### config.mk
export PLATFORM = sky130hd
export DESIGN_NAME = spwm_update_ctrl
export DESIGN_NICKNAME = d
export VERILOG_FILES = /design/src/rtl/spwm_pkg.sv /design/src/rtl/spwm_chan_regs.sv /design/src/rtl/spwm_upr_timer.sv /design/src/rtl/spwm_ready_flag.sv /design/src/rtl/spwm_update_ctrl.sv
export SDC_FILE = /design/constraint.sdc
export NUM_CORES = 1
export LEC_CHECK = 0
export ABC_AREA = 1
export BUFFER_PORTS_ARGS = -buffer_cell sky130_fd_sc_hd__buf_4
export CAP_MARGIN = 30
export CORE_ASPECT_RATIO = 1.5
export CORE_UTILIZATION = 55
export DETAILED_ROUTE_END_ITERATION = 16
export PLACE_DENSITY_LB_ADDON = 0.2
export SYNTH_ARGS = -nofsm -noshare
export SYNTH_HDL_FRONTEND = slang
export SYNTH_HIERARCHICAL = 1
export SYNTH_SLANG_ARGS = --single-unit
### constraint.sdc
create_clock -name clk -period 3.9 [get_ports clk]
set_input_delay 0.39 -clock clk [delete_from_list [all_inputs] [get_ports clk]]
set_output_delay 0.39 -clock clk [all_outputs]
set_load 0.01 [all_outputs]
### src/rtl/spwm_pkg.sv
package spwm_pkg;
    typedef enum logic [2:0] {
        WK_PRD    = 3'd0,
        WK_DT     = 3'd1,
        WK_DUTY   = 3'd2,
        WK_UPR    = 3'd3,
        WK_UNLOCK = 3'd4
    } wkind_e;

    function automatic logic mode_is_auto(input logic [1:0] m);
        return m != 2'd0;
    endfunction

    function automatic logic mode_is_dma(input logic [1:0] m);
        return m[1];
    endfunction
endpackage

### src/rtl/spwm_chan_regs.sv
module spwm_chan_regs #(
    parameter int PW  = 16,
    parameter int DTW = 12
) (
    input  logic           clk,
    input  logic           rst_n,
    input  logic           prd_we,
    input  logic           dt_we,
    input  logic           duty_we,
    input  logic [PW-1:0]  cfg_wdata,
    input  logic [PW-1:0]  duty_wdata,
    input  logic           load_pd,
    input  logic           load_duty,
    output logic [PW-1:0]  prd_act,
    output logic [DTW-1:0] dt_act,
    output logic [PW-1:0]  duty_act
);
    typedef struct packed {
        logic [PW-1:0]  prd_sh;
        logic [DTW-1:0] dt_sh;
        logic [PW-1:0]  duty_sh;
        logic [PW-1:0]  prd;
        logic [DTW-1:0] dt;
        logic [PW-1:0]  duty;
    } chan_t;

    chan_t st_d, st_q;

    always_comb begin
        st_d = st_q;
        if (load_pd) begin
            st_d.prd = st_q.prd_sh;
            st_d.dt  = st_q.dt_sh;
        end
        if (load_duty) st_d.duty = st_q.duty_sh;
        if (prd_we)  st_d.prd_sh  = cfg_wdata;
        if (dt_we)   st_d.dt_sh   = cfg_wdata[DTW-1:0];
        if (duty_we) st_d.duty_sh = duty_wdata;
    end

    always_ff @(posedge clk) begin
        if (!rst_n) st_q <= '0;
        else        st_q <= st_d;
    end

    assign prd_act  = st_q.prd;
    assign dt_act   = st_q.dt;
    assign duty_act = st_q.duty;


    prd_hold_chk: assert property (@(posedge clk) disable iff (!rst_n)
        !load_pd |=> $stable(prd_act) && $stable(dt_act));

    duty_hold_chk: assert property (@(posedge clk) disable iff (!rst_n)
        !load_duty |=> $stable(duty_act));
endmodule

### src/rtl/spwm_upr_timer.sv
module spwm_upr_timer #(
    parameter int UPW = 4
) (
    input  logic           clk,
    input  logic           rst_n,
    input  logic           tick,
    input  logic           auto_en,
    input  logic           upr_we,
    input  logic [UPW-1:0] upr_wdata,
    output logic           fire,
    output logic [UPW-1:0] upr_act,
    output logic [UPW-1:0] cnt
);
    typedef struct packed {
        logic [UPW-1:0] upr_sh;
        logic [UPW-1:0] upr;
        logic [UPW-1:0] cnt;
    } tmr_t;

    tmr_t st_d, st_q;
    logic wrap;

    always_comb begin
        st_d = st_q;
        wrap = tick && auto_en && (st_q.cnt == st_q.upr);
        if (wrap) begin
            st_d.cnt = '0;
            st_d.upr = st_q.upr_sh;
        end else if (tick && auto_en) begin
            st_d.cnt = st_q.cnt + 1'b1;
        end
        if (upr_we) st_d.upr_sh = upr_wdata;
    end

    always_ff @(posedge clk) begin
        if (!rst_n) st_q <= '0;
        else        st_q <= st_d;
    end

    assign fire    = wrap;
    assign upr_act = st_q.upr;
    assign cnt     = st_q.cnt;


    cnt_bound_chk: assert property (@(posedge clk) disable iff (!rst_n)
        cnt <= upr_act);

    upr_hold_chk: assert property (@(posedge clk) disable iff (!rst_n)
        !fire |=> $stable(upr_act));

    cnt_frozen_chk: assert property (@(posedge clk) disable iff (!rst_n)
        !auto_en |=> $stable(cnt));
endmodule

### src/rtl/spwm_ready_flag.sv
module spwm_ready_flag (
    input  logic clk,
    input  logic rst_n,
    input  logic set_evt,
    input  logic clr_evt,
    input  logic dma_mode,
    output logic ready,
    output logic irq,
    output logic dma_req
);
    typedef struct packed {
        logic ready;
        logic irq;
    } rdy_t;

    rdy_t st_d, st_q;

    always_comb begin
        st_d     = st_q;
        st_d.irq = set_evt;
        if (set_evt)      st_d.ready = 1'b1;
        else if (clr_evt) st_d.ready = 1'b0;
    end

    always_ff @(posedge clk) begin
        if (!rst_n) st_q <= '{ready: 1'b1, irq: 1'b0};
        else        st_q <= st_d;
    end

    assign ready   = st_q.ready;
    assign irq     = st_q.irq;
    assign dma_req = st_q.ready && dma_mode;


    ready_clear_chk: assert property (@(posedge clk) disable iff (!rst_n)
        (clr_evt && !set_evt) |=> !ready);

    irq_ready_chk: assert property (@(posedge clk) disable iff (!rst_n)
        irq |-> ready);
endmodule

### src/rtl/spwm_update_ctrl.sv
module spwm_update_ctrl #(
    parameter int NCH = 4,
    parameter int PW  = 16,
    parameter int DTW = 12,
    parameter int UPW = 4,
    localparam int CHW = (NCH > 1) ? $clog2(NCH) : 1
) (
    input  logic               clk,
    input  logic               rst_n,
    input  logic [1:0]         mode,
    input  logic               period_tick,
    input  logic               wr_en,
    input  logic [2:0]         wr_kind,
    input  logic [CHW-1:0]     wr_ch,
    input  logic [PW-1:0]      wr_data,
    input  logic               stat_rd,
    input  logic               dma_wr,
    input  logic [CHW-1:0]     dma_ch,
    input  logic [PW-1:0]      dma_data,
    output logic [NCH*PW-1:0]  prd_act,
    output logic [NCH*DTW-1:0] dt_act,
    output logic [NCH*PW-1:0]  duty_act,
    output logic [UPW-1:0]     upr_act,
    output logic [UPW-1:0]     upd_cnt,
    output logic               unlock,
    output logic               wr_ready,
    output logic               ready_irq,
    output logic               dma_req,
    output logic               prd_load,
    output logic               duty_load
);
    import spwm_pkg::*;

    typedef struct packed {
        logic unlock;
        logic prd_load;
        logic duty_load;
    } top_t;

    top_t st_d, st_q;

    logic auto_en, dma_mode;
    logic unlock_set, load_pd, load_duty, fire;
    logic upr_we;
    logic [NCH-1:0] prd_we, dt_we, duty_we, bus_duty, dma_duty;
    logic duty_accept;

    assign auto_en    = mode_is_auto(mode);
    assign dma_mode   = mode_is_dma(mode);
    assign unlock_set = wr_en && (wr_kind == WK_UNLOCK) && wr_data[0];
    assign upr_we     = wr_en && (wr_kind == WK_UPR);
    assign load_pd    = period_tick && st_q.unlock;
    assign load_duty  = auto_en ? fire : load_pd;

    for (genvar i = 0; i < NCH; i++) begin : g_dec
        assign prd_we[i]   = wr_en && (wr_kind == WK_PRD) && (wr_ch == CHW'(i));
        assign dt_we[i]    = wr_en && (wr_kind == WK_DT)  && (wr_ch == CHW'(i));
        assign bus_duty[i] = wr_en && (wr_kind == WK_DUTY) && (wr_ch == CHW'(i)) && !dma_mode;
        assign dma_duty[i] = dma_wr && (dma_ch == CHW'(i)) && dma_mode;
        assign duty_we[i]  = bus_duty[i] || dma_duty[i];
    end

    assign duty_accept = |duty_we;

    for (genvar i = 0; i < NCH; i++) begin : g_ch
        spwm_chan_regs #(.PW(PW), .DTW(DTW)) u_ch (
            .clk        (clk),
            .rst_n      (rst_n),
            .prd_we     (prd_we[i]),
            .dt_we      (dt_we[i]),
            .duty_we    (duty_we[i]),
            .cfg_wdata  (wr_data),
            .duty_wdata (dma_mode ? dma_data : wr_data),
            .load_pd    (load_pd),
            .load_duty  (load_duty),
            .prd_act    (prd_act[i*PW +: PW]),
            .dt_act     (dt_act[i*DTW +: DTW]),
            .duty_act   (duty_act[i*PW +: PW])
        );
    end

    spwm_upr_timer #(.UPW(UPW)) u_tmr (
        .clk       (clk),
        .rst_n     (rst_n),
        .tick      (period_tick),
        .auto_en   (auto_en),
        .upr_we    (upr_we),
        .upr_wdata (wr_data[UPW-1:0]),
        .fire      (fire),
        .upr_act   (upr_act),
        .cnt       (upd_cnt)
    );

    spwm_ready_flag u_rdy (
        .clk      (clk),
        .rst_n    (rst_n),
        .set_evt  (load_duty),
        .clr_evt  (duty_accept || stat_rd),
        .dma_mode (dma_mode),
        .ready    (wr_ready),
        .irq      (ready_irq),
        .dma_req  (dma_req)
    );

    always_comb begin
        st_d           = st_q;
        st_d.prd_load  = load_pd;
        st_d.duty_load = load_duty;
        if (unlock_set)   st_d.unlock = 1'b1;
        else if (load_pd) st_d.unlock = 1'b0;
    end

    always_ff @(posedge clk) begin
        if (!rst_n) st_q <= '0;
        else        st_q <= st_d;
    end

    assign unlock    = st_q.unlock;
    assign prd_load  = st_q.prd_load;
    assign duty_load = st_q.duty_load;


    unlock_hold_chk: assert property (@(posedge clk) disable iff (!rst_n)
        (unlock && !period_tick) |=> unlock);

    unlock_clear_chk: assert property (@(posedge clk) disable iff (!rst_n)
        (unlock && period_tick && !unlock_set) |=> !unlock);

    prd_needs_unlock_chk: assert property (@(posedge clk) disable iff (!rst_n)
        !unlock |=> !prd_load);
endmodule

Yosys cells after proc, flatten, opt, wreduce, memory -nomap -nowiden:

Index checks and enable logic that the tools add are counted.

* output and inout port bits: 190
* logic and storage cells: 96
* flip-flop bits (word level): 368
* bits of input ports: 47

* equality and inequality tests: 11
* reduce and logical (&&, ||, !) cells: 48
* mux-type cells: 4
* add/sub/neg operators: 1
* bitwise operators: 1

Operator list (count)
* logical AND 1 bit: 34
* two-way mux 16 bit: 1
* equality test 2 bit (second input constant): 4
* equality test 3 x 2 -> 1 bit (second input constant): 2
* logical OR 1 bit: 5
* adder 4 x 1 -> 4 bit (second input constant): 1
* equality test 2 x 1 -> 1 bit (second input constant): 2
* equality test 4 bit: 1
* logical NOT 2 bit: 2
* nonzero test 2 bit: 2
* OR reduction 2 bit: 2
* OR reduction 4 bit: 1
* equality test 3 x 1 -> 1 bit (second input constant): 1
* equality test 3 bit (second input constant): 1
* logical NOT 3 bit: 1
* two-way mux 1 bit: 3
* logical NOT 1 bit: 1
* inverter 1 bit: 1

Depth between registers and ports, before layout:

Gate-level depths: netlist of the first run.

* depth in word-level cells: 7
* mapped depth: 15
* mapped depth without buffers: 13

By module:

The synthesis of the first run kept the hierarchy.

Modules (own cells, without submodules)
* spwm_chan_regs: sequential area each 1761.7 µm², area an instance 3875.0 µm², times used 4, cells an instance 587
* spwm_upr_timer: sequential area each 240.2 µm², area an instance 704.4 µm², times used 1, cells an instance 95
* spwm_update_ctrl: sequential area each 60.1 µm², area an instance 560.5 µm², times used 1, cells an instance 119
* spwm_ready_flag: sequential area each 40.0 µm², area an instance 73.8 µm², times used 1, cells an instance 11

Least setup slack after synthesis of the first run:

No wires, ideal clock.

* path type: input -> register
* start: input port mode[1]
* end: register g_ch[0].u_ch.st_q, in the netlist g_ch[0].u_ch/duty_act[11]
* data required time: 3.787 ns
* arrival time: 2.333 ns
* slack: 1.454 ns
* stages on the path: 15
* path buffers: 2
* path through: buf_6 -> nor2_4 -> inv_1 -> nand2_2 -> clkinv_4 -> nand2_4 -> nor2_8 -> inv_4 -> nor2_8 -> inv_1 -> a21oi_1 -> buf_2 -> nand2_1 -> nand2_1 -> nor2_1

* cells in the longest elaborated chain, start to end: 4

Ends and longest elaborated chain
* from (decl): RTL line spwm_update_ctrl.sv:10 `input logic [1:0] mode,`
* nonzero test 2 bit: RTL line spwm_pkg.sv:11 `return m != 2'd0;`
* via auto_en: RTL line spwm_update_ctrl.sv:42 `logic auto_en, dma_mode;`
* logical AND 1 bit (2 in series): RTL line spwm_upr_timer.sv:25 `wrap = tick && auto_en && (st_q.cnt == st_q.upr);`
* via fire: RTL line spwm_update_ctrl.sv:43 `logic unlock_set, load_pd, load_duty, fire;`
* two-way mux 1 bit: RTL line spwm_update_ctrl.sv:53 `assign load_duty = auto_en ? fire : load_pd;`
* via load_duty: RTL line spwm_update_ctrl.sv:43
* to (signal assigned): RTL line spwm_chan_regs.sv:43 `else st_q <= st_d;`
* to (decl): RTL line spwm_chan_regs.sv:27 `chan_t st_d, st_q;`

The timed path passes the listed nets, and every way through them passes these cells.
A chain may end at the register's enable or synchronous reset.

Worst setup path after layout of the first run:

* start: register u_tmr.st_q, in the netlist u_tmr/upr_act[1]
* end: register g_ch[2].u_ch.st_q, in the netlist g_ch[2].u_ch/duty_act[1]

* cells in the longest elaborated chain, start to end: 3

Ends and longest elaborated chain
* from (decl): RTL line spwm_upr_timer.sv:20 `tmr_t st_d, st_q;`
* from (signal assigned): RTL line spwm_upr_timer.sv:37 `else st_q <= st_d;`
* equality test 4 bit: RTL line spwm_upr_timer.sv:25
* logical AND 1 bit: RTL line spwm_upr_timer.sv:25
* via fire: RTL line spwm_update_ctrl.sv:43
* two-way mux 1 bit: RTL line spwm_update_ctrl.sv:53
* via load_duty: RTL line spwm_update_ctrl.sv:43
* to (signal assigned): RTL line spwm_chan_regs.sv:43
* to (decl): RTL line spwm_chan_regs.sv:27

The timed path passes the listed nets, and every way through them passes these cells.

==> flow_summary.toml, run 1 <==
[synth]
postSynthNetCount = 2621
synth_largest_type_area_fraction = 0.439
syn_inst = 2573
yosysUniqueCellTypes = 27
cell_area_after_synthesis_mm2 = 0.0168
synth_enable_flop_cells = 0
proportion_of_register_bits_with_asynchronous_set_or_reset_after_synthesis = 0
most_frequently_used_flop_master_after_synthesis = "sky130_fd_sc_hd__dfxtp_1"
yosysMostFrequentCell = "sky130_fd_sc_hd__nand2_1"
synth_seq_cells = 369
post-synth-top-area-cell = "sky130_fd_sc_hd__dfxtp_1"
post_synth_most_frequent_cells = "794 x sky130_fd_sc_hd__nand2_1, 734 x sky130_fd_sc_hd__nor2_1, 369 x sky130_fd_sc_hd__dfxtp_1"
synth_area_per_cell_um2 = 6.54
ys_seq_area_frac = 0.439
synthTopCellsByArea = "sky130_fd_sc_hd__dfxtp_1 44%, sky130_fd_sc_hd__nand2_1 18%, sky130_fd_sc_hd__nor2_1 16%"
yosys_warnings = 6

[timing]
maxSlewViolCount = 0
timing.setup.tns_ns = 0
layout_worst_path_cycle_share = 0.605
grt_setup_unrepaired = "no"
achievable-frequency_ghz = 0.424
clock_skew_ns = 0.0112
finalSetupViolCount = 0
hold_violations = 0
worst_slew_pin_slew_ns = 0.974
period_minus_slack_ns = 2.36
max_slew_margin = 0.350

[worst_setup_path]
timing.rr.start = "u_tmr/upr_act[1]$_SDFFE_PN0P_"
reg2reg_to = "g_ch[2].u_ch/duty_act[1]$_SDFFE_PN0P_"
setup.worst_path.end_class = "flop"
crit_fanout = 50
r2r_setup_slack_ns = 1.54
arrival_ns = 2.77
critPathKind = "flop to flop"
setup.worst_path.start_class = "flop"
reg2reg_depth = 12
worstSetupStartpoint = "u_tmr/upr_act[1]$_SDFFE_PN0P_"
critPathRequiredTime_ns = 4.31

[floorplanning]
design.core.area_mm2 = 0.0302
die_ar_mm2 = 0.0313
start_util = 0.558
boundaryPins = 237
die_w_um = 145
die_height_um = 216
placementRows = 78

[detailed_routing]
detail_route.drc_violations = 0
detail_route.iter0.violations = 647
detailedRoute.firstPassIterationCount = 6
route.antenna.remaining_nets = 0
routed-via-count = 13700
totalWireLength_um = 38600
routed_wire_length_per_instance_um = 12.9
via_per_inst = 4.58

[min_path]
hold_path_depth = 4
holdPathEnd = "unlock$_SDFFE_PN0P_"
hold_path_class = "input port to flop"
hold_path.startpoint = "period_tick"

[clock_network]
number_of_resized_instances_in_the_post_cts_repair_step = 0
post_cts_hold_buffer_count = 0
clk_pin_slew_worst_paths_ns = 0.07
ctsLongestPathBuffers = 3
cts_htree_levels = 2
cts_tree = "done"
postCtsSetupBuffers = 0
worst_skew_pair_later_pin_latency_ns = 0.52
root_buffer = "sky130_fd_sc_hd__clkbuf_16"
cts_num_sinks = 369
tritoncts.num_buffers = 36

[run]
max_cap_viols = 0

[place]
place.detailed.hpwl_um = 26400
place_congestion = 0.839
place_inst = 2936
port_buffers = 236

[power]
total_power_w = 0.00890
power_density_mw_per_mm2 = 478
ir_drop_v = 0.000321
leakagePower_nw = 8.75

[global_route]
grt_first_pass_wirelength_um = 60800
antenna_found_initial = 0
total_overflow_reported_by_the_global_router = 0
via_count_of_the_first_global_routing_pass = 12400
grt_start_max_net_pins = 156
global_route.usage.total = 0.248

[cells_and_area]
synth_to_layout_area_growth_pct = 10.6
insertedDiodeCount = 0
final_net_count = 2622
final-instance-count-excl-fill = 2998
drive_above_1_share = 0.130

[status]
outcome = "finished clean"
==> power by group <==
group	total, W	internal (W)	switching, W	leakage [nW]
clock network	0.00369	0.00226	0.00144	0.620
logic	0.00115	0.000470	0.000680	5.14
registers	0.00406	0.00394	0.000116	2.99
total	0.00890	0.00667	0.00223	8.75
==> through the flow <==
| stage | area [um2] | worst slack (ns) | hold slack, ns | utilization |
|---|---|---|---|---|
| after CTS | 18600 | 1.57 | 0.154 | 0.617 |
| after detailed placement | 17400 | 1.16 | 0.458 | 0.575 |
| after floorplan | 16800 | 1.45 | 0.430 | - |
| after global placement | 17200 | 1.30 | 0.457 | 0.571 |
| after global routing | 18600 | 1.43 | 0.170 | 0.617 |
| final | 18600 | 1.54 | 0.174 | 0.617 |
==> worst max-delay path by stage <==
stage | endpoint | slack, ns | cells past startpoint
finish | g_ch[2].u_ch/duty_act[1]$_SDFFE_PN0P_ | 1.54 | 12
global route | g_ch[2].u_ch/duty_act[11]$_SDFFE_PN0P_ | 1.43 | 12
CTS | g_ch[1].u_ch/duty_act[11]$_SDFFE_PN0P_ | 1.57 | 12
detailed placement | g_ch[1].u_ch/duty_act[11]$_SDFFE_PN0P_ | 1.16 | 15
global placement | g_ch[2].u_ch/duty_act[4]$_SDFFE_PN0P_ | 1.30 | 15
floorplan | g_ch[0].u_ch/duty_act[11]$_SDFFE_PN0P_ | 1.45 | 15
==> cell type report <==
class | instances | area, um2
Inverter | 340 | 1290
Tap cell | 400 | 500
Clock buffer | 52 | 1080
Multi-Input combinational cell | 1567 | 6060
Clock inverter | 10 | 181
Timing Repair Buffer | 260 | 2120
Fill cell | 2875 | 11500
Sequential cell | 369 | 7390
==> critical path, stage by stage, from the launching register on <==
cell	delay [ns]
sky130_fd_sc_hd__dfxtp_1	0.46
sky130_fd_sc_hd__inv_1	0.12
sky130_fd_sc_hd__nand2_2	0.10
sky130_fd_sc_hd__nand2_4	0.07
sky130_fd_sc_hd__nor2_8	0.12
sky130_fd_sc_hd__inv_4	0.06
sky130_fd_sc_hd__nor2_8	0.13
sky130_fd_sc_hd__inv_1	0.09
sky130_fd_sc_hd__a21oi_4	0.57
sky130_fd_sc_hd__buf_12	0.30
sky130_fd_sc_hd__nand2_1	0.09
sky130_fd_sc_hd__nand2_1	0.06
sky130_fd_sc_hd__nor2_1	0.05
==> kinds of logic after synthesis <==
logic type | count (synthesis) | synth area share
flip-flops | 369 | 0.439
adder cells (fa/ha/maj) | 1 | 0.000743
AND/OR/NAND/NOR | 1551 | 0.352
AO/OA/AOI/OAI | 12 | 0.00394
buffers and inverters | 637 | 0.203
XOR/XNOR | 3 | 0.00156
==> metal layers <==
| layer | up-vias | share of wire | wire [um] | GRT usage |
|---|---|---|---|---|
| met5 | - | 0 | 0 | 0 |
| met4 | 0 | 0.046 | 1780 | 0.122 |
| met3 | 75 | 0.067 | 2570 | 0.0515 |
| met2 | 316 | 0.48 | 18400 | 0.422 |
| met1 | 6125 | 0.41 | 15800 | 0.293 |
| li1 | 7202 | - | - | - |
==> layout by cell type, fill, tap and decap left out <==
cell / synthesis / final
sky130_fd_sc_hd__a211oi_1: 1 / 1
sky130_fd_sc_hd__a21oi_1: 6 / 5
sky130_fd_sc_hd__a21oi_4: 0 / 1
sky130_fd_sc_hd__buf_12: 0 / 5
sky130_fd_sc_hd__buf_16: 0 / 4
sky130_fd_sc_hd__buf_4: 202 / 248
sky130_fd_sc_hd__buf_8: 1 / 3
sky130_fd_sc_hd__bufinv_16: 0 / 5
sky130_fd_sc_hd__clkbuf_1: 1 / 5
sky130_fd_sc_hd__clkbuf_16: 0 / 37
sky130_fd_sc_hd__clkbuf_8: 0 / 10
sky130_fd_sc_hd__clkinv_2: 0 / 3
sky130_fd_sc_hd__clkinv_4: 1 / 2
sky130_fd_sc_hd__clkinvlp_4: 0 / 1
sky130_fd_sc_hd__dfxtp_1: 369 / 369
sky130_fd_sc_hd__ha_1: 1 / 1
sky130_fd_sc_hd__inv_1: 338 / 337
sky130_fd_sc_hd__inv_4: 1 / 1
sky130_fd_sc_hd__inv_6: 0 / 1
sky130_fd_sc_hd__nand2_1: 794 / 794
sky130_fd_sc_hd__nand2_2: 3 / 3
sky130_fd_sc_hd__nand2_4: 1 / 1
sky130_fd_sc_hd__nand3_1: 2 / 2
sky130_fd_sc_hd__nand3_4: 1 / 1
sky130_fd_sc_hd__nand4_1: 9 / 9
sky130_fd_sc_hd__nand4_2: 1 / 1
sky130_fd_sc_hd__nor2_1: 734 / 729
sky130_fd_sc_hd__nor2_2: 2 / 7
sky130_fd_sc_hd__nor2_4: 1 / 1
sky130_fd_sc_hd__nor2_8: 2 / 2
sky130_fd_sc_hd__nor3_1: 1 / 1
sky130_fd_sc_hd__o21ai_0: 4 / 4
sky130_fd_sc_hd__o21ai_2: 1 / 1
sky130_fd_sc_hd__xor2_1: 3 / 3
==> registers in the layout, indices dropped and copies added, names as in the netlist <==
name                count
duty_load               1
u_tmr/st_q              4
g_ch.u_ch/duty_act     64
g_ch.u_ch/st_q        176
u_rdy/ready             1
prd_load                1
u_tmr/cnt               4
g_ch.u_ch/prd_act      64
u_tmr/upr_act           4
u_rdy/irq               1
g_ch.u_ch/dt_act       48
unlock                  1
(Power assumes the default switching activity.)
==> inputs of run 2 (changes only) <==
--- a/config.mk
+++ b/config.mk
@@ -9,7 +9,7 @@
 export BUFFER_PORTS_ARGS = -buffer_cell sky130_fd_sc_hd__buf_4
 export CAP_MARGIN = 30
 export CORE_ASPECT_RATIO = 1.5
-export CORE_UTILIZATION = 55
+export CORE_UTILIZATION = 52
 export DETAILED_ROUTE_END_ITERATION = 16
 export PLACE_DENSITY_LB_ADDON = 0.2
 export SYNTH_ARGS = -nofsm -noshare
==> constraint.sdc (replaced) <==
create_clock -name clk -period 1.9 [get_ports clk]
set_input_delay 0.19 -clock clk [delete_from_list [all_inputs] [get_ports clk]]
set_output_delay 0.19 -clock clk [all_outputs]
set_load 0.01 [all_outputs]
==> run 2 against run 1 <==
Compared with the run above:
- non-clock buffer count grew 19
- count of clock-buffer cells in the layout grew 2
- critical path depth is the same
- first-iteration DRC count grew 13%
- worst hold slack lost 0.14 ns
- final area grew 1.7%
- final cell count grew 1.0%
- register-to-register slack lost 1.4 ns
- combinational power grew 120%
- critical endpoint is now g_ch[1].u_ch/duty_act[6]$_SDFFE_PN0P_
- largest power group unchanged
==> flow_summary.toml, run 2 (synthesized netlist as in run 1, its figures left out) <==
[status]
outcome = "finished clean"

[detailed_routing]
route.antenna.remaining_nets = 0
detail_route.drc_violations = 0
routed-via-count = 13700
detailedRoute.firstPassIterationCount = 5
totalWireLength_um = 39000
detail_route.iter0.violations = 734
via_per_inst = 4.52
routed_wire_length_per_instance_um = 12.9

[cells_and_area]
synth_to_layout_area_growth_pct = 12.4
fillerInstances = 3049
mostFrequentLayoutCell = "sky130_fd_sc_hd__nand2_1"
drive_above_1_share = 0.138
final_net_count = 2641
insertedDiodeCount = 0
top_register = "g_ch.u_ch/st_q"
multi_input_comb_area_mm2 = 0.00607
flip_flop_count_of_the_largest_register_after_layout = 176
commonest_cells_after_routing_fill_and_taps_aside = "794 x sky130_fd_sc_hd__nand2_1, 726 x sky130_fd_sc_hd__nor2_1, 364 x sky130_fd_sc_hd__dfxtp_1"
seq_area_mm2 = 0.00740

[timing]
achievable-frequency_ghz = 0.556
period_minus_slack_ns = 1.80
worst_slew_pin_slew_ns = 0.415
clock_skew_ns = 0.0126
hold_violations = 0
finalSetupViolCount = 0
max_slew_margin = 0.723
layout_worst_path_cycle_share = 0.947
maxSlewViolCount = 0
timing.setup.tns_ns = 0

[power]
ir_drop_v = 0.000650
leakagePower_nw = 8.89
total_power_w = 0.0184
power_density_mw_per_mm2 = 973

[clock_network]
cts_htree_levels = 2
cts_tree = "done"
root_buffer = "sky130_fd_sc_hd__clkbuf_16"
clk_pin_slew_worst_paths_ns = 0.06
tritoncts.num_buffers = 36
ctsLongestPathBuffers = 3
cts_num_sinks = 369
worst_skew_pair_later_pin_latency_ns = 0.53

[global_route]
grt_first_pass_wirelength_um = 61100
global_route.usage.total = 0.232
grt_start_max_net_pins = 82
via_count_of_the_first_global_routing_pass = 12400
antenna_found_initial = 0
total_overflow_reported_by_the_global_router = 0

[floorplanning]
design.core.area_mm2 = 0.0318
placementRows = 80
die_height_um = 222
boundaryPins = 237
start_util = 0.529
die_w_um = 149
die_ar_mm2 = 0.0331

[worst_setup_path]
worst_path_dominant_cell_family = "simple AND/OR/NAND/NOR gates"
crit_top_cell = "sky130_fd_sc_hd__nand2_1"
arrival_ns = 2.22
critPathRequiredTime_ns = 2.32
critical_path.cell_chain = "nand2_1 > nand2_1 > nand3_4 > nor2_8 > inv_2 > a21oi_4 > buf_4 > clkbuf_16 > buf_4 > nand2_1 > nand2_1 > nor2_1"
crit_fanout = 6
max_stage_delay_ns = 0.45
critPathKind = "flop to flop"
cp_buf_inv_count = 4
setup.worst_path.start_class = "flop"
crit_path_top_delay_cell = "sky130_fd_sc_hd__dfxtp_1"
setup.worst_path.end_class = "flop"

[run]
max_cap_viols = 0

[min_path]
hold_path_class = "input port to flop"

[place]
port_buffers = 236
place_congestion = 0.844
place.detailed.hpwl_um = 26500
run 2: changes by cell type in the layout (fill, tap and decap cells not counted), sizes merged:
cell         delta
buf            +12
dlygate4sd3     +5
clkbuf          +4
inv             +2
bufinv          -1
clkinvlp        -1
run 2: final timing paths:
kind | end | depth (start not counted) | startpoint | slack (ns)
setup / recovery | g_ch[1].u_ch/duty_act[6]$_SDFFE_PN0P_ | 12 | u_tmr/cnt[2]$_SDFFE_PP0P_ | 0.10
hold / removal | g_ch[2].u_ch/st_q[87]$_SDFFE_PN0P_ | 5 | wr_data[15] | 0.03
setup reg to reg | g_ch[1].u_ch/duty_act[6]$_SDFFE_PN0P_ | 12 | u_tmr/cnt[2]$_SDFFE_PP0P_ | 0.10
hold reg to reg | g_ch[2].u_ch/st_q[68]$_SDFFE_PN0P_ | 2 | g_ch[2].u_ch/st_q[68]$_SDFFE_PN0P_ | 0.47
run 2: layout make-up:
cell class | count | share of cell area
clock inverters | 10 | 0.00833
clock buffers | 54 | 0.0581
multi-input cells | 1567 | 0.321
well taps | 410 | 0.0271
repair buffers | 279 | 0.127
flip-flops and latches | 369 | 0.391
inverters | 340 | 0.0681
run 2: metal layers:
metal	wire length, um	global-route usage	vias to the layer above
li1	-	-	7252
met1	16300	0.274	6008
met2	18600	0.400	331
met3	2330	0.0462	93
met4	1720	0.107	0
met5	0	0	-
run 2: worst min-delay path, stage by stage:
cell	delay [ns]
sky130_fd_sc_hd__buf_4	0.15
sky130_fd_sc_hd__inv_1	0.06
sky130_fd_sc_hd__nand2_1	0.04
sky130_fd_sc_hd__nand2_1	0.05
sky130_fd_sc_hd__nor2_1	0.03
run 2: power breakdown:
part	internal [W]	switching, W
combinational	0.00109	0.00145
clock	0.00455	0.00299
sequential	0.00810	0.000230
total	0.0137	0.00467
run 2: repair_timing:
item / CTS / global route
hold endpoints to repair: 11 / 0
endpoints found under the setup margin: 0 / 56
hold buffers: 5 / 0
setup buffers: 0 / 3
resized for setup: 0 / 13
run 2: metrics by stage:
step / cells / worst slack [ns] / hold WS, ns / utilization / area, um2
5_1_grt: 3029 / -0.00404 / 0.0403 / 0.595 / 18900
4_1_cts: 3024 / 0.0590 / 0.0103 / 0.591 / 18800
2_1_floorplan: 2573 / 0.0392 / 0.288 / - / 16800
3_5_place_dp: 2955 / -0.00720 / 0.462 / 0.550 / 17500
6_report: 3029 / 0.100 / 0.0345 / 0.595 / 18900
3_3_place_gp: 2955 / 0.0460 / 0.457 / 0.550 / 17500
==> inputs of run 3 (changes only) <==
--- a/config.mk
+++ b/config.mk
@@ -6,7 +6,7 @@
 export NUM_CORES = 1
 export LEC_CHECK = 0
 export ABC_AREA = 1
-export BUFFER_PORTS_ARGS = -buffer_cell sky130_fd_sc_hd__buf_4
+export BUFFER_PORTS_ARGS = -buffer_cell sky130_fd_sc_hd__buf_2
 export CAP_MARGIN = 30
 export CORE_ASPECT_RATIO = 1.5
 export CORE_UTILIZATION = 52
==> run 3 against run 2 <==
Compared with the run above:
- setup slack better by 0.0044 ns
- power decreased by 3.0%
- worst hold slack lost 0.0055 ns
- combinational power fell by 10%
- count of clock-buffer cells in the layout is 2 lower
- critical path depth up 3
- maximum frequency grew 0.24%
==> flow_summary.toml, run 3 (synthesized netlist as in run 1, its figures left out) <==
[timing]
worst_slew_pin_slew_ns = 0.417
period_minus_slack_ns = 1.80
max_slew_margin = 0.722
hold_slack_ns = 0.0290
timing.setup.tns_ns = 0
finalSetupViolCount = 0
layout_worst_path_cycle_share = 0.945
grt_setup_unrepaired = "no"
clock_skew_ns = 0.0246
hold_violations = 0
timing.final.ws_setup_ns = 0.104
maxSlewViolCount = 0
achievable-frequency_ghz = 0.557

[place]
place_congestion = 0.841
pre_cts_slack_ns = 0.0168
place.detailed.hpwl_um = 26800
port_buffers = 236

[clock_network]
clk_pin_slew_worst_paths_ns = 0.06
cts_htree_levels = 2
tritoncts.num_buffers = 36
worst_skew_pair_later_pin_latency_ns = 0.53
cts_tree = "done"
cts_num_sinks = 369
ctsLongestPathBuffers = 3
root_buffer = "sky130_fd_sc_hd__clkbuf_16"

[cells_and_area]
top_register = "g_ch.u_ch/st_q"
multi_input_comb_area_mm2 = 0.00607
mostFrequentLayoutCell = "sky130_fd_sc_hd__nand2_1"
fillerInstances = 3209
final_net_count = 2645
commonest_cells_after_routing_fill_and_taps_aside = "794 x sky130_fd_sc_hd__nand2_1, 726 x sky130_fd_sc_hd__nor2_1, 365 x sky130_fd_sc_hd__dfxtp_1"
seq_area_mm2 = 0.00739
synth_to_layout_area_growth_pct = 8.25
flip_flop_count_of_the_largest_register_after_layout = 176
drive_above_1_share = 0.139

[floorplanning]
die_height_um = 222
design.core.area_mm2 = 0.0318
die_w_um = 149
die_ar_mm2 = 0.0331
boundaryPins = 237
start_util = 0.529
placementRows = 80

[worst_setup_path]
cp_buf_inv_count = 7
setup.worst_path.start_class = "input port"
crit_fanout = 34
crit_path_top_delay_cell = "sky130_fd_sc_hd__dlygate4sd3_1"
worst_path_dominant_cell_family = "buffers and inverters"
critical_path.cell_chain = "dlygate4sd3_1 > buf_2 > nand2_2 > clkinv_4 > nand2_4 > nor2_8 > inv_4 > nor2_8 > inv_1 > a21oi_4 > buf_12 > buf_16 > nand2_1 > nand2_1 > nor2_1"
critPathRequiredTime_ns = 2.32
critPathKind = "input port to flop"
setup.worst_path.end_class = "flop"
max_stage_delay_ns = 0.54
arrival_ns = 2.21
r2r_setup_slack_ns = 0.13

[min_path]
hold_path_class = "input port to flop"

[global_route]
grt_start_max_net_pins = 64
antenna_found_initial = 2
total_overflow_reported_by_the_global_router = 0
via_count_of_the_first_global_routing_pass = 12400
global_route.usage.total = 0.232
grt_first_pass_wirelength_um = 61500

[power]
seqPwrFrac = 0.466
p_comb_frac = 0.128
power.switching_fraction = 0.257
pwr-share-clk = 0.407
internal_power_w = 0.0133
power.switching_w = 0.00459
leakagePower_nw = 8.82
power_density_mw_per_mm2 = 980
ir_drop_v = 0.000680

[run]
max_cap_viols = 0

[detailed_routing]
detailedRoute.firstPassIterationCount = 5
totalWireLength_um = 38500
routed-via-count = 13600
via_per_inst = 4.48
detail_route.iter0.violations = 657
detail_route.drc_violations = 0
route.antenna.remaining_nets = 0
routed_wire_length_per_instance_um = 12.7

[status]
outcome = "finished clean"
## run 3: cell types whose count changed in the layout (fill, tap and decap cells not counted), sizes merged
cell,previous run,this run
buf,272,281
clkbuf,56,52
dlygate4sd3,5,2
bufinv,4,3
clkinv,5,6
diode,0,1
## run 3: power groups by stage
stage	Sequential [W]	Combinational [W]	Clock, W
after floorplan	0.00842	0.00188	0
after global placement	0.00848	0.00223	0
after detailed placement	0.00848	0.00228	0
after CTS	0.00832	0.00229	0.00745
after global routing	0.00835	0.00258	0.00772
final	0.00832	0.00228	0.00726
## run 3: path summary, 6_finish.rpt
check | from | endpoint | cells past startpoint
min | wr_data[13] | g_ch[2].u_ch/st_q[85]$_SDFFE_PN0P_ | 5
max | period_tick | g_ch[2].u_ch/duty_act[14]$_SDFFE_PN0P_ | 15
min reg2reg | g_ch[0].u_ch/dt_act[5]$_SDFFE_PN0P_ | g_ch[0].u_ch/dt_act[5]$_SDFFE_PN0P_ | 2
max reg2reg | u_tmr/cnt[3]$_SDFFE_PP0P_ | g_ch[2].u_ch/duty_act[14]$_SDFFE_PN0P_ | 13
## run 3: worst reg2reg max path, cell delays in order (launching register included)
cell and delay [ns]:
sky130_fd_sc_hd__dfxtp_1 0.38, sky130_fd_sc_hd__inv_1 0.06, sky130_fd_sc_hd__nand2_1 0.05, sky130_fd_sc_hd__nand2_1 0.08, sky130_fd_sc_hd__inv_1 0.10, sky130_fd_sc_hd__nand3_4 0.10
sky130_fd_sc_hd__nor2_8 0.09, sky130_fd_sc_hd__inv_1 0.08, sky130_fd_sc_hd__a21oi_4 0.20, sky130_fd_sc_hd__buf_12 0.17, sky130_fd_sc_hd__buf_16 0.20, sky130_fd_sc_hd__nand2_1 0.09
sky130_fd_sc_hd__nand2_1 0.05, sky130_fd_sc_hd__nor2_1 0.04
## run 3: final cells by class
| class | count | share of cell area |
|---|---|---|
| Antenna cell | 1 | 0.000137 |
| Clock buffer | 52 | 0.0583 |
| Clock inverter | 10 | 0.00728 |
| Inverter | 340 | 0.0707 |
| Multi-Input combinational cell | 1567 | 0.333 |
| Sequential cell | 369 | 0.406 |
| Tap cell | 410 | 0.0281 |
| Timing Repair Buffer | 283 | 0.0971 |
## run 3: metrics by stage
stage               cells  utilization  area, um2  power, W
global route         3032        0.573      18200    0.0187
finish               3032        0.573      18200    0.0179
CTS                  3030        0.572      18200    0.0181
global placement     2966        0.534      17000    0.0107
detailed placement   2966        0.534      17000    0.0108
floorplan            2573            -      16800    0.0103
## run 3: timing repair
action / 4_1_cts / 5_1_grt
buffers inserted: 0 / 1
hold buffers: 2 / 0
hold endpoints to repair: 1 / 0
resized for setup: 0 / 5
setup endpoints to repair: 0 / 7
## run 3: routing by layer
| metal | vias up | track usage | wire length, um |
|---|---|---|---|
| li1 | 7228 | - | - |
| met1 | 5967 | 0.274 | 16200 |
| met2 | 302 | 0.411 | 18800 |
| met3 | 73 | 0.0423 | 2180 |
| met4 | 2 | 0.0902 | 1330 |
| met5 | - | 0 | 13 |
